$ cat config.mk
export PLATFORM = sky130hd
export DESIGN_NAME = uart_regbank
export DESIGN_NICKNAME = d
export VERILOG_FILES = /design/src/rtl/uart_regbank_pkg.sv /design/src/rtl/uart_bank_decode.sv /design/src/rtl/uart_reg_store.sv /design/src/rtl/uart_rd_mux.sv /design/src/rtl/uart_regbank.sv
export SDC_FILE = /design/constraint.sdc
export NUM_CORES = 1
export LEC_CHECK = 0
export ABC_AREA = 0
export CORE_MARGIN = 2
export CORE_UTILIZATION = 52
export CTS_CLUSTER_SIZE = 14
export DETAILED_ROUTE_END_ITERATION = 6
export PLACE_DENSITY = 0.86
export SLEW_MARGIN = 20
export SYNTH_ARGS = -nofsm -noshare
export SYNTH_HDL_FRONTEND = slang
export SYNTH_HIERARCHICAL = 1
export SYNTH_SLANG_ARGS = --single-unit
export TNS_END_PERCENT = 1
$ cat constraint.sdc
create_clock -name clk -period 5 [get_ports clk]
set_clock_uncertainty 0.05 [all_clocks]
set_input_delay 1 -clock clk [delete_from_list [all_inputs] [get_ports clk]]
set_output_delay 1 -clock clk [all_outputs]
set_load 0.01 [all_outputs]
$ cat src/rtl/uart_regbank_pkg.sv
package uart_regbank_pkg;

    typedef enum logic [4:0] {
        T_NONE, T_RHR, T_THR, T_IER, T_ISR, T_FCR, T_LCR, T_MCR,
        T_LSR, T_MSR, T_SPR, T_EMSR, T_FC, T_DLL, T_DLM, T_DLD,
        T_DREV, T_DVID, T_FCTR, T_EFR, T_XON1, T_XON2, T_XOFF1, T_XOFF2
    } tgt_e;

    typedef struct packed {
        logic [7:0] lcr;
        logic [7:0] ier;
        logic [7:0] mcr;
        logic [7:0] dll;
        logic [7:0] dlm;
        logic [7:0] dld;
        logic [7:0] efr;
        logic [7:0] fctr;
        logic [7:0] emsr;
        logic [7:0] spr;
        logic [7:0] xon1;
        logic [7:0] xon2;
        logic [7:0] xoff1;
        logic [7:0] xoff2;
    } regs_t;

endpackage

$ cat src/rtl/uart_bank_decode.sv
module uart_bank_decode
    import uart_regbank_pkg::*;
#(
    parameter int         AW      = 3,
    parameter logic [7:0] ENH_KEY = 8'hBF
) (
    input  logic [AW-1:0] addr,
    input  logic [7:0]    lcr,
    input  logic          efr_unlock,
    input  logic          fctr_a7sel,
    input  logic          div_zero,
    output tgt_e          rd_tgt,
    output tgt_e          wr_tgt
);
    logic enh_bank;
    logic div_bank;

    assign enh_bank = (lcr == ENH_KEY);
    assign div_bank = lcr[7] && !enh_bank;

    always_comb begin
        rd_tgt = T_NONE;
        wr_tgt = T_NONE;
        case (addr)
            3'd0: begin
                if (enh_bank) begin
                    rd_tgt = T_FC;
                end else if (div_bank) begin
                    rd_tgt = div_zero ? T_DREV : T_DLL;
                    wr_tgt = T_DLL;
                end else begin
                    rd_tgt = T_RHR;
                    wr_tgt = T_THR;
                end
            end
            3'd1: begin
                if (enh_bank) begin
                    rd_tgt = T_FCTR;
                    wr_tgt = T_FCTR;
                end else if (div_bank) begin
                    rd_tgt = div_zero ? T_DVID : T_DLM;
                    wr_tgt = T_DLM;
                end else begin
                    rd_tgt = T_IER;
                    wr_tgt = T_IER;
                end
            end
            3'd2: begin
                if (enh_bank) begin
                    rd_tgt = T_EFR;
                    wr_tgt = T_EFR;
                end else if (div_bank && efr_unlock) begin
                    rd_tgt = T_DLD;
                    wr_tgt = T_DLD;
                end else begin
                    rd_tgt = T_ISR;
                    wr_tgt = T_FCR;
                end
            end
            3'd3: begin
                rd_tgt = T_LCR;
                wr_tgt = T_LCR;
            end
            3'd4: begin
                rd_tgt = enh_bank ? T_XON1 : T_MCR;
                wr_tgt = enh_bank ? T_XON1 : T_MCR;
            end
            3'd5: begin
                rd_tgt = enh_bank ? T_XON2 : T_LSR;
                wr_tgt = enh_bank ? T_XON2 : T_NONE;
            end
            3'd6: begin
                if (enh_bank) begin
                    rd_tgt = T_XOFF1;
                    wr_tgt = T_XOFF1;
                end else begin
                    rd_tgt = T_MSR;
                    wr_tgt = efr_unlock ? T_MSR : T_NONE;
                end
            end
            default: begin
                if (enh_bank) begin
                    rd_tgt = T_XOFF2;
                    wr_tgt = T_XOFF2;
                end else if (fctr_a7sel) begin
                    rd_tgt = T_FC;
                    wr_tgt = T_EMSR;
                end else begin
                    rd_tgt = T_SPR;
                    wr_tgt = T_SPR;
                end
            end
        endcase
    end
endmodule

$ cat src/rtl/uart_reg_store.sv
module uart_reg_store
    import uart_regbank_pkg::*;
#(
    parameter int DW = 8
) (
    input  logic          clk,
    input  logic          rst_n,
    input  logic          wr_en,
    input  tgt_e          wr_tgt,
    input  logic [DW-1:0] wdata,
    output regs_t         regs_q,
    output logic          thr_wr,
    output logic          fcr_wr,
    output logic          msr_wr
);
    regs_t regs_d;

    always_comb begin
        regs_d = regs_q;
        if (wr_en) begin
            case (wr_tgt)
                T_LCR:   regs_d.lcr   = wdata;
                T_IER:   regs_d.ier   = wdata;
                T_MCR:   regs_d.mcr   = wdata;
                T_DLL:   regs_d.dll   = wdata;
                T_DLM:   regs_d.dlm   = wdata;
                T_DLD:   regs_d.dld   = wdata;
                T_EFR:   regs_d.efr   = wdata;
                T_FCTR:  regs_d.fctr  = wdata;
                T_EMSR:  regs_d.emsr  = wdata;
                T_SPR:   regs_d.spr   = wdata;
                T_XON1:  regs_d.xon1  = wdata;
                T_XON2:  regs_d.xon2  = wdata;
                T_XOFF1: regs_d.xoff1 = wdata;
                T_XOFF2: regs_d.xoff2 = wdata;
                default: ;
            endcase
        end
    end

    always_ff @(posedge clk or negedge rst_n) begin
        if (!rst_n) regs_q <= '0;
        else        regs_q <= regs_d;
    end

    assign thr_wr = wr_en && (wr_tgt == T_THR);
    assign fcr_wr = wr_en && (wr_tgt == T_FCR);
    assign msr_wr = wr_en && (wr_tgt == T_MSR);

    assert_lcr_write_R10: assert property (@(posedge clk) disable iff (!rst_n)
        (wr_en && wr_tgt == T_LCR) |=> (regs_q.lcr == $past(wdata)));

    assert_dll_gate_R3: assert property (@(posedge clk) disable iff (!rst_n)
        !$stable(regs_q.dll) |-> ($past(wr_en) && $past(regs_q.lcr[7])
                                  && $past(regs_q.lcr) != 8'hBF));

    assert_efr_gate_R2: assert property (@(posedge clk) disable iff (!rst_n)
        !$stable(regs_q.efr) |-> ($past(regs_q.lcr) == 8'hBF));

    assert_dld_gate_R5: assert property (@(posedge clk) disable iff (!rst_n)
        !$stable(regs_q.dld) |-> $past(regs_q.efr[4]));

    assert_msr_unlock_R8: assert property (@(posedge clk) disable iff (!rst_n)
        msr_wr |-> regs_q.efr[4]);
endmodule

$ cat src/rtl/uart_rd_mux.sv
module uart_rd_mux
    import uart_regbank_pkg::*;
#(
    parameter int         DW       = 8,
    parameter logic [7:0] REV_BYTE = 8'h01,
    parameter logic [7:0] ID_BYTE  = 8'h0A
) (
    input  logic          rd_en,
    input  tgt_e          rd_tgt,
    input  regs_t         regs_q,
    input  logic [DW-1:0] rhr_data,
    input  logic [DW-1:0] isr_stat,
    input  logic [DW-1:0] lsr_stat,
    input  logic [DW-1:0] msr_stat,
    input  logic [DW-1:0] fifo_lvl,
    output logic [DW-1:0] rdata,
    output logic          isr_rd,
    output logic          rhr_rd
);
    logic [DW-1:0] sel;

    always_comb begin
        case (rd_tgt)
            T_RHR:   sel = rhr_data;
            T_ISR:   sel = isr_stat;
            T_LSR:   sel = lsr_stat;
            T_MSR:   sel = msr_stat;
            T_FC:    sel = fifo_lvl;
            T_DREV:  sel = REV_BYTE;
            T_DVID:  sel = ID_BYTE;
            T_LCR:   sel = regs_q.lcr;
            T_IER:   sel = regs_q.ier;
            T_MCR:   sel = regs_q.mcr;
            T_DLL:   sel = regs_q.dll;
            T_DLM:   sel = regs_q.dlm;
            T_DLD:   sel = regs_q.dld;
            T_EFR:   sel = regs_q.efr;
            T_FCTR:  sel = regs_q.fctr;
            T_SPR:   sel = regs_q.spr;
            T_XON1:  sel = regs_q.xon1;
            T_XON2:  sel = regs_q.xon2;
            T_XOFF1: sel = regs_q.xoff1;
            T_XOFF2: sel = regs_q.xoff2;
            default: sel = '0;
        endcase
    end

    assign rdata  = rd_en ? sel : '0;
    assign isr_rd = rd_en && (rd_tgt == T_ISR);
    assign rhr_rd = rd_en && (rd_tgt == T_RHR);
endmodule

$ cat src/rtl/uart_regbank.sv
module uart_regbank
    import uart_regbank_pkg::*;
#(
    parameter int         AW       = 3,
    parameter int         DW       = 8,
    parameter logic [7:0] ENH_KEY  = 8'hBF,
    parameter logic [7:0] REV_BYTE = 8'h01,
    parameter logic [7:0] ID_BYTE  = 8'h0A
) (
    input  logic          clk,
    input  logic          rst_n,
    input  logic          cs,
    input  logic          rd,
    input  logic          wr,
    input  logic [AW-1:0] addr,
    input  logic [DW-1:0] wdata,
    output logic [DW-1:0] rdata,
    input  logic [DW-1:0] rhr_data,
    input  logic [DW-1:0] isr_stat,
    input  logic [DW-1:0] lsr_stat,
    input  logic [DW-1:0] msr_stat,
    input  logic [DW-1:0] fifo_lvl,
    output logic [DW-1:0] lcr_o,
    output logic [DW-1:0] ier_o,
    output logic [DW-1:0] mcr_o,
    output logic [DW-1:0] dll_o,
    output logic [DW-1:0] dlm_o,
    output logic [DW-1:0] dld_o,
    output logic [DW-1:0] efr_o,
    output logic [DW-1:0] fctr_o,
    output logic [DW-1:0] emsr_o,
    output logic [DW-1:0] spr_o,
    output logic [DW-1:0] xon1_o,
    output logic [DW-1:0] xon2_o,
    output logic [DW-1:0] xoff1_o,
    output logic [DW-1:0] xoff2_o,
    output logic          thr_wr_o,
    output logic          fcr_wr_o,
    output logic          msr_wr_o,
    output logic          isr_rd_o,
    output logic          rhr_rd_o
);
    localparam int UNLOCK_BIT = 4;
    localparam int A7SEL_BIT  = 6;

    regs_t regs_q;
    tgt_e  rd_tgt;
    tgt_e  wr_tgt;
    logic  rd_en;
    logic  wr_en;
    logic  div_zero;

    assign rd_en    = cs && rd;
    assign wr_en    = cs && wr;
    assign div_zero = (regs_q.dll == '0) && (regs_q.dlm == '0);

    uart_bank_decode #(.AW(AW), .ENH_KEY(ENH_KEY)) u_dec (
        .addr       (addr),
        .lcr        (regs_q.lcr),
        .efr_unlock (regs_q.efr[UNLOCK_BIT]),
        .fctr_a7sel (regs_q.fctr[A7SEL_BIT]),
        .div_zero   (div_zero),
        .rd_tgt     (rd_tgt),
        .wr_tgt     (wr_tgt)
    );

    uart_reg_store #(.DW(DW)) u_store (
        .clk    (clk),
        .rst_n  (rst_n),
        .wr_en  (wr_en),
        .wr_tgt (wr_tgt),
        .wdata  (wdata),
        .regs_q (regs_q),
        .thr_wr (thr_wr_o),
        .fcr_wr (fcr_wr_o),
        .msr_wr (msr_wr_o)
    );

    uart_rd_mux #(.DW(DW), .REV_BYTE(REV_BYTE), .ID_BYTE(ID_BYTE)) u_rmux (
        .rd_en    (rd_en),
        .rd_tgt   (rd_tgt),
        .regs_q   (regs_q),
        .rhr_data (rhr_data),
        .isr_stat (isr_stat),
        .lsr_stat (lsr_stat),
        .msr_stat (msr_stat),
        .fifo_lvl (fifo_lvl),
        .rdata    (rdata),
        .isr_rd   (isr_rd_o),
        .rhr_rd   (rhr_rd_o)
    );

    assign lcr_o   = regs_q.lcr;
    assign ier_o   = regs_q.ier;
    assign mcr_o   = regs_q.mcr;
    assign dll_o   = regs_q.dll;
    assign dlm_o   = regs_q.dlm;
    assign dld_o   = regs_q.dld;
    assign efr_o   = regs_q.efr;
    assign fctr_o  = regs_q.fctr;
    assign emsr_o  = regs_q.emsr;
    assign spr_o   = regs_q.spr;
    assign xon1_o  = regs_q.xon1;
    assign xon2_o  = regs_q.xon2;
    assign xoff1_o = regs_q.xoff1;
    assign xoff2_o = regs_q.xoff2;

    assert_strobe_onehot_R12: assert property (@(posedge clk) disable iff (!rst_n)
        $onehot0({thr_wr_o, fcr_wr_o, msr_wr_o, isr_rd_o, rhr_rd_o}));

    assert_strobe_needs_access_R12: assert property (@(posedge clk) disable iff (!rst_n)
        (thr_wr_o || fcr_wr_o || msr_wr_o) |-> (cs && wr));

    assert_idle_rdata_zero_R11: assert property (@(posedge clk) disable iff (!rst_n)
        !(cs && rd) |-> (rdata == '0));

    assert_enh_no_side_R2: assert property (@(posedge clk) disable iff (!rst_n)
        (lcr_o == ENH_KEY) |-> !(thr_wr_o || fcr_wr_o || msr_wr_o || isr_rd_o || rhr_rd_o));
endmodule

==> impl_metrics.csv, run 1 <==
group,metric,value,unit
worst_setup_path,arrival,4.00,ns
route,drtIter0Drc,725,
route,drtPass1Iterations,5,
timing,final_hold_viol_count,0,
synthesis,ys_ff_latch,112,
clock_network,cts_buffer_depth,2,
layout,drive_gt1_share,33.6,%
timing,finalCritPeriodShare,101,%
worst_setup_path,path_delay_family,"buffers and inverters",
clock_network,h-tree-depth,3,
timing,min_period,5.05,ns
worst_setup_path,worst-setup-path-type,"in -> out",
floorplan,num_rows,40,
synthesis,synth_fp_nets,603,
placement,hpwl,18000,um
status,status,"finished with violations",
worst_setup_path,cp-end-kind,"primary output",
worst_setup_path,required,3.95,ns
layout,syn_to_final_growth,44.9,%
synthesis,synth_area_leader_cell,"dfrtp_1",
worst_setup_path,crit_fanout,17,
worst_setup_path,critPathLaunchType,"input port",
layout,antenna_cells,0,
timing,relSlewSlack,42.4,%
timing,setup_viol,3,
layout,top_regs,"u_store/regs_q (112)",
timing,worst_hold_slack,0.463,ns
synthesis,ys_top_cells_by_area,"dfrtp_1, mux2_2, mux2i_1",
floorplan,die_area,13200,sq um
clock_network,holdBufCountCts,0,
synthesis,synth_top_area_share,43.9,%
global_routing,grt_max_degree,82,
layout,final_core_util,77.0,%
power,p_total,3.08,mW
placement,place.gp.congestion,0.972,
layout,layoutNonFillerInstCount,945,
clock_network,cts-root-buf,"clkbuf_16",
route,wl_met3,2200,um
synthesis,synth_area,6380,sq um
timing,fmax,0.198,GHz
clock_network,clkTransAtPathRegs,0.07,ns
synthesis,yosysWarnings,6,
synthesis,yosysUniqueCellTypes,77,
global_routing,grt_antenna_before_repair,0,
synthesis,synth.avg_cell_area,11.7,sq um
status,violations,"negative setup slack",
route,m1WireLength,9830,um
floorplan,io_pins,181,
layout,fill_cells,792,
layout,largest_reg_flops,112,
layout,regMostFlops,"u_store/regs_q",
route,routedWlPerCell,25.8,um
floorplan,die_w,115,um
global_routing,grt_pass1_vias,6266,
route,ant_nets,0,
worst_setup_path,critical_path.most_common_cell,"buf_4",
floorplan,start_util,53.1,%
floorplan,design.core.area,12000,sq um
power,powerDensity,333,nW/um^2
timing,rsz0062_at_grt,"true",
route,vias,6080,
layout,final_nets,849,
route,routed.top_layer,"met4",
global_routing,gr-total-overflow,0,
power,p_leak,4.06,nW
route,routed_via_density,6.43,
worst_setup_path,path_cells,"clkdlybuf4s50_1, buf_6, nor2_1, mux2_2, a221o_1, buf_12, and2_1, buf_4, nand2_1, o21ai_0, a221oi_2, buf_4, a31oi_1, dlygate4sd2_1",
synthesis,postSynthCellCount,547,
floorplan,die_h,115,um
synthesis,synth_enable_flop_cells,0,
synthesis,ys.flop_type,"dfrtp_1",
clock_network,cts.sinks,112,
power,vdd_drop_max,223,uV
route,wirelength,24400,um
timing,final.setup.tns,-0.0788,ns
clock_network,insertion_delay,0.37,ns
synthesis,async_flop_share,100,%
hold_path,min-delay-path-class,"reg -> reg",
route,wl_met2,11400,um
clock_network,cts_tree,"done",
flow_run,maxCapViolations,0,
timing,report.final.slew_viol_count,0,
global_routing,grt_pass1_wl,36900,um
route,drc,0,
timing,worst_pin_slew,0.857,ns
worst_setup_path,cpMaxStageDelayCell,"clkdlybuf4s50_1",
worst_setup_path,slowest_delay,0.50,ns
placement,port_buffers,180,
clock_network,cts_buffers,9,
global_routing,grt_use_total,37.8,%
synthesis,ys_seq_area_share,43.9,%
worst_setup_path,critPathBufInv,6,
timing,worst_slack,-0.0458,ns
placement,placed_cells_incl_taps,923,
-- placed cells by master (no fill, tap or decap), types with 10 or more instances in the layout --
master,n
dfrtp_1,112
nand2_1,23
buf_4,88
nor2_1,24
mux2_2,107
o21ai_0,11
clkdlybuf4s50_1,169
a221oi_1,11
mux2_1,10
mux2i_1,17
a22oi_1,10
nand3_1,11
a21oi_1,11
-- worst register-to-register path: stages, from the launching register on --
cell       delay, ns
dfrtp_1         0.48
nand4_2         0.19
nor2_4          0.24
a2111oi_0       0.12
a311o_1         0.43
nand2b_1        0.20
buf_4           0.18
nor4_4          0.72
mux2_2          0.43
-- area by class of cell --
cell class | instances | area, sq um | area share [%]
multi-input combinational | 390 | 3360 | 36.4
sequential | 112 | 2800 | 30.3
timing repair buffer | 275 | 2590 | 28.0
clock buffer | 11 | 243 | 2.63
tap | 147 | 184 | 1.99
clock inverter | 5 | 46.3 | 0.501
inverter | 5 | 18.8 | 0.203
-- stage by stage --
step	area [sq um]	setup slack [ns]
2_1_floorplan	6380	0.949
3_3_place_gp	8830	-0.527
3_5_place_dp	8830	-0.637
4_1_cts	9220	-0.162
5_1_grt	9250	-0.0884
6_report	9250	-0.0458
-- path summary, 6_finish.rpt --
path / from / depth (start not counted) / slack (ns) / endpoint
max: addr[2] / 14 / -0.05 / rdata[7]
min: u_store/regs_q[41] / 1 / 0.46 / u_store/regs_q[41]
max reg2reg: u_store/regs_q[111] / 8 / 1.84 / u_store/regs_q[49]
min reg2reg: u_store/regs_q[41] / 1 / 0.46 / u_store/regs_q[41]
max in group asynchronous: rst_n / 2 / 3.39 / u_store/regs_q[30]
min in group asynchronous: rst_n / 1 / 0.60 / u_store/regs_q[27]
-- timing repair --
| item | CTS | global route |
|---|---|---|
| buffers inserted | 5 | 0 |
| resized for setup | 25 | 7 |
| gates cloned | 1 | 0 |
| pin swaps | 6 | 2 |
| setup endpoints to repair | 8 | 8 |
-- report_power, final --
part	internal, mW	total, mW	switching, mW
clock	0.362	0.722	0.360
combinational	0.626	1.14	0.511
sequential	1.05	1.22	0.174
-- synth_stat cells, drive strengths merged, types with 7 or more instances --
library cell / instances
a211oi: 9
a21oi: 11
a221oi: 13
a22oi: 10
a31oi: 7
buf: 26
clkbuf: 15
dfrtp: 112
mux2: 117
mux2i: 18
nand2: 24
nand2b: 10
nand3: 12
nor2: 34
nor3: 10
nor4: 8
o21ai: 14
-- logic make-up (layout without fill, tap and decap cells) --
family,after synthesis,count (layout),synth area share (%)
xor gates and xnor gates,3,3,0.412
muxes,135,135,23.5
and+or+nand+nor,152,152,15.8
DFF,112,112,43.9
buffers and inverters,46,296,4.80
AOI/OAI and AO/OA,99,100,11.6
-- metal layers --
metal / vias to the layer above / global-route usage (%)
li1: 2567 / -
met5: - / 0
met4: 0 / 17.4
met1: 3037 / 50.9
met3: 79 / 8.22
met2: 397 / 59.0
Power figures use the tool's default switching activity.
==> inputs of run 2 (changes only) <==
Settings changed: GPL_TIMING_DRIVEN set to 0.
==> run 2 against run 1 <==
Net effect:
- the run now ends clean
- largest cell class unchanged
- register-to-register slack worse by 0.09 ns
- largest power group unchanged
- non-clock buffer count shrank 32
- final area down 2.3%
- clock power rose by 2%
==> impl_metrics.csv, run 2 (synthesized netlist as in run 1, its figures left out) <==
group,metric,value,unit
status,status,"completed",
worst_setup_path,rrSetupSlack,1.75,ns
clock_network,insertion_delay,0.36,ns
global_routing,grt_use_total,38.2,%
clock_network,cts_buffer_depth,2,
power,internal_power,2.03,mW
global_routing,gr-total-overflow,0,
timing,finalCritPeriodShare,98.4,%
global_routing,grt_pass1_wl,36900,um
layout,regMostFlops,"u_store/regs_q",
worst_setup_path,path_cells,"nor4_2, and4_4, nand2_1, mux2_2, a221o_1, buf_8, buf_4, nand2b_2, nor2_2, a22o_1, a211oi_1, a41oi_2, dlygate4sd2_1",
hold_path,hold_path_end,"u_store/regs_q[41]",
floorplan,die_w,115,um
route,drtPass1Iterations,5,
placement,pre_cts_ws,-0.794,ns
route,vias,6070,
power,clkPwrFrac,23.8,%
timing,worst_pin_slew,0.885,ns
layout,layoutNonFillerInstCount,912,
timing,final_hold_viol_count,0,
route,wl_met3,2940,um
layout,antenna_cells,0,
floorplan,start_util,53.1,%
route,wirelength,24900,um
floorplan,die_h,115,um
worst_setup_path,r2r_start,"u_store/regs_q[111]",
placement,port_buffers,179,
power,swShare,34.1,%
placement,placed_cells_incl_taps,874,
timing,final.setup.tns,0,ns
route,m1WireLength,9440,um
power,vdd_drop_max,242,uV
worst_setup_path,cpMaxStageDelayCell,"dfrtp_1",
placement,hpwl,17500,um
layout,syn_to_final_growth,41.6,%
global_routing,grt_pass1_vias,6087,
layout,top_regs,"u_store/regs_q (112)",
clock_network,cts_buffers,9,
floorplan,design.core.area,12000,sq um
route,drtIter0Drc,772,
route,routedWlPerCell,27.3,um
layout,mostFrequentLayoutCells,"clkdlybuf4s50_1, dfrtp_1, mux2_2",
route,routed.top_layer,"met4",
clock_network,cts_tree,"done",
timing,fmax,0.203,GHz
layout,drive_gt1_share,31.8,%
layout,final_common_cell,"clkdlybuf4s50_1",
floorplan,num_rows,40,
power,powerDensity,341,nW/um^2
worst_setup_path,arrival,3.87,ns
power,p_leak,3.85,nW
timing,setup_viol,0,
power,switchingPower,1.05,mW
worst_setup_path,required,3.95,ns
global_routing,grt_antenna_before_repair,0,
clock_network,h-tree-depth,3,
flow_run,maxCapViolations,0,
route,routed_via_density,6.66,
hold_path,worstHoldPathCells,1,
clock_network,clkTransAtPathRegs,0.07,ns
global_routing,grt_max_degree,65,
worst_setup_path,slowest_delay,0.43,ns
power,combPwrFrac,36.1,%
worst_setup_path,r2r_end,"u_store/regs_q[54]",
timing,report.final.slew_viol_count,0,
power,p_total,3.08,mW
floorplan,io_pins,181,
layout,final_nets,816,
timing,relSlewSlack,40.6,%
clock_network,cts-root-buf,"clkbuf_16",
worst_setup_path,r2r_cells,8,
layout,largest_reg_flops,112,
clock_network,cts.sinks,112,
power,power_frac_seq,40.2,%
placement,place.gp.congestion,1.00,
timing,worst_slack,0.0799,ns
clock_network,holdBufCountCts,0,
worst_setup_path,critPathLaunchType,"flop",
route,ant_nets,0,
floorplan,die_area,13200,sq um
worst_setup_path,worst-setup-path-type,"reg -> out",
route,wl_met2,11500,um
hold_path,min_from,"u_store/regs_q[41]",
worst_setup_path,cp-end-kind,"primary output",
worst_setup_path,crit_fanout,7,
route,drc,0,
timing,min_period,4.92,ns
hold_path,min-delay-path-class,"reg -> reg",
==> run 2: cell types whose count changed in the layout (fill, tap and decap cells not counted), moves of 3 or more <==
cell	previous run	this run
buf_12	5	1
buf_2	0	11
buf_4	88	26
buf_6	4	11
clkbuf_1	1	10
clkbuf_8	1	6
dfrtp_1	112	109
dfrtp_2	0	3
nor2_1	24	19
nor2_2	8	13
nor4_1	5	1
nor4_2	0	3
==> run 2: layer usage <==
metal | vias to the layer above | track usage, %
li1 | 2502 | -
met1 | 2997 | 50.2
met2 | 475 | 58.7
met3 | 96 | 10.9
met4 | 0 | 18.4
met5 | - | 0
==> run 2: how the worst max path moves through the flow <==
stage	from	to	slack [ns]	cells after the start
detailed placement	addr[2]	rdata[7]	-0.79	12
CTS	addr[0]	rdata[0]	-0.11	13
finish	u_store/regs_q[87]	rdata[3]	0.08	13
global route	u_store/regs_q[77]	rdata[3]	-0.03	13
floorplan	addr[1]	rdata[2]	0.95	11
global placement	rst_n	u_store/regs_q[41]	-1.19	1
==> run 2: cell type report <==
type                       instances  area (sq um)
sequential                       112          2810
multi-input combinational        389          3430
clock buffer                      12           267
timing repair buffer             203          1990
fill                             786          2980
tap                              147           184
inverter                           5          18.8
buffer                            40           299
clock inverter                     4          35.0
==> run 2: worst max-delay path, delay by kind of cell (launching register included) <==
| kind | cells | cell delay, ns |
|---|---|---|
| mux | 1 | 0.26 |
| simple gates | 5 | 1.24 |
| compound gates | 4 | 0.96 |
| buf+inv | 3 | 0.62 |
| flops | 1 | 0.43 |
==> run 2: power groups by stage <==
stage	Sequential, mW	Clock [mW]	Combinational [mW]
global route	1.25	0.771	1.16
floorplan	1.25	0	0.437
detailed placement	1.24	0	1.01
finish	1.24	0.733	1.11
global placement	1.23	0	0.989
CTS	1.23	0.738	1.05
==> run 2: what timing repair did <==
item                                   in CTS  in global routing
gates resized for setup                    32                 24
pin swaps                                   9                  9
endpoints found under the hold margin       0                  0
buffers inserted                           10                 13
setup endpoints to repair                   9                  9
==> run 2: metrics by stage <==
stage	hold WS, ns	area, sq um	utilization (%)
after CTS	0.468	8870	73.9
after floorplan	0.501	6380	-
after global routing	0.484	9040	75.2
after global placement	0.441	8360	69.6
final	0.462	9040	75.2
after detailed placement	0.448	8390	69.8
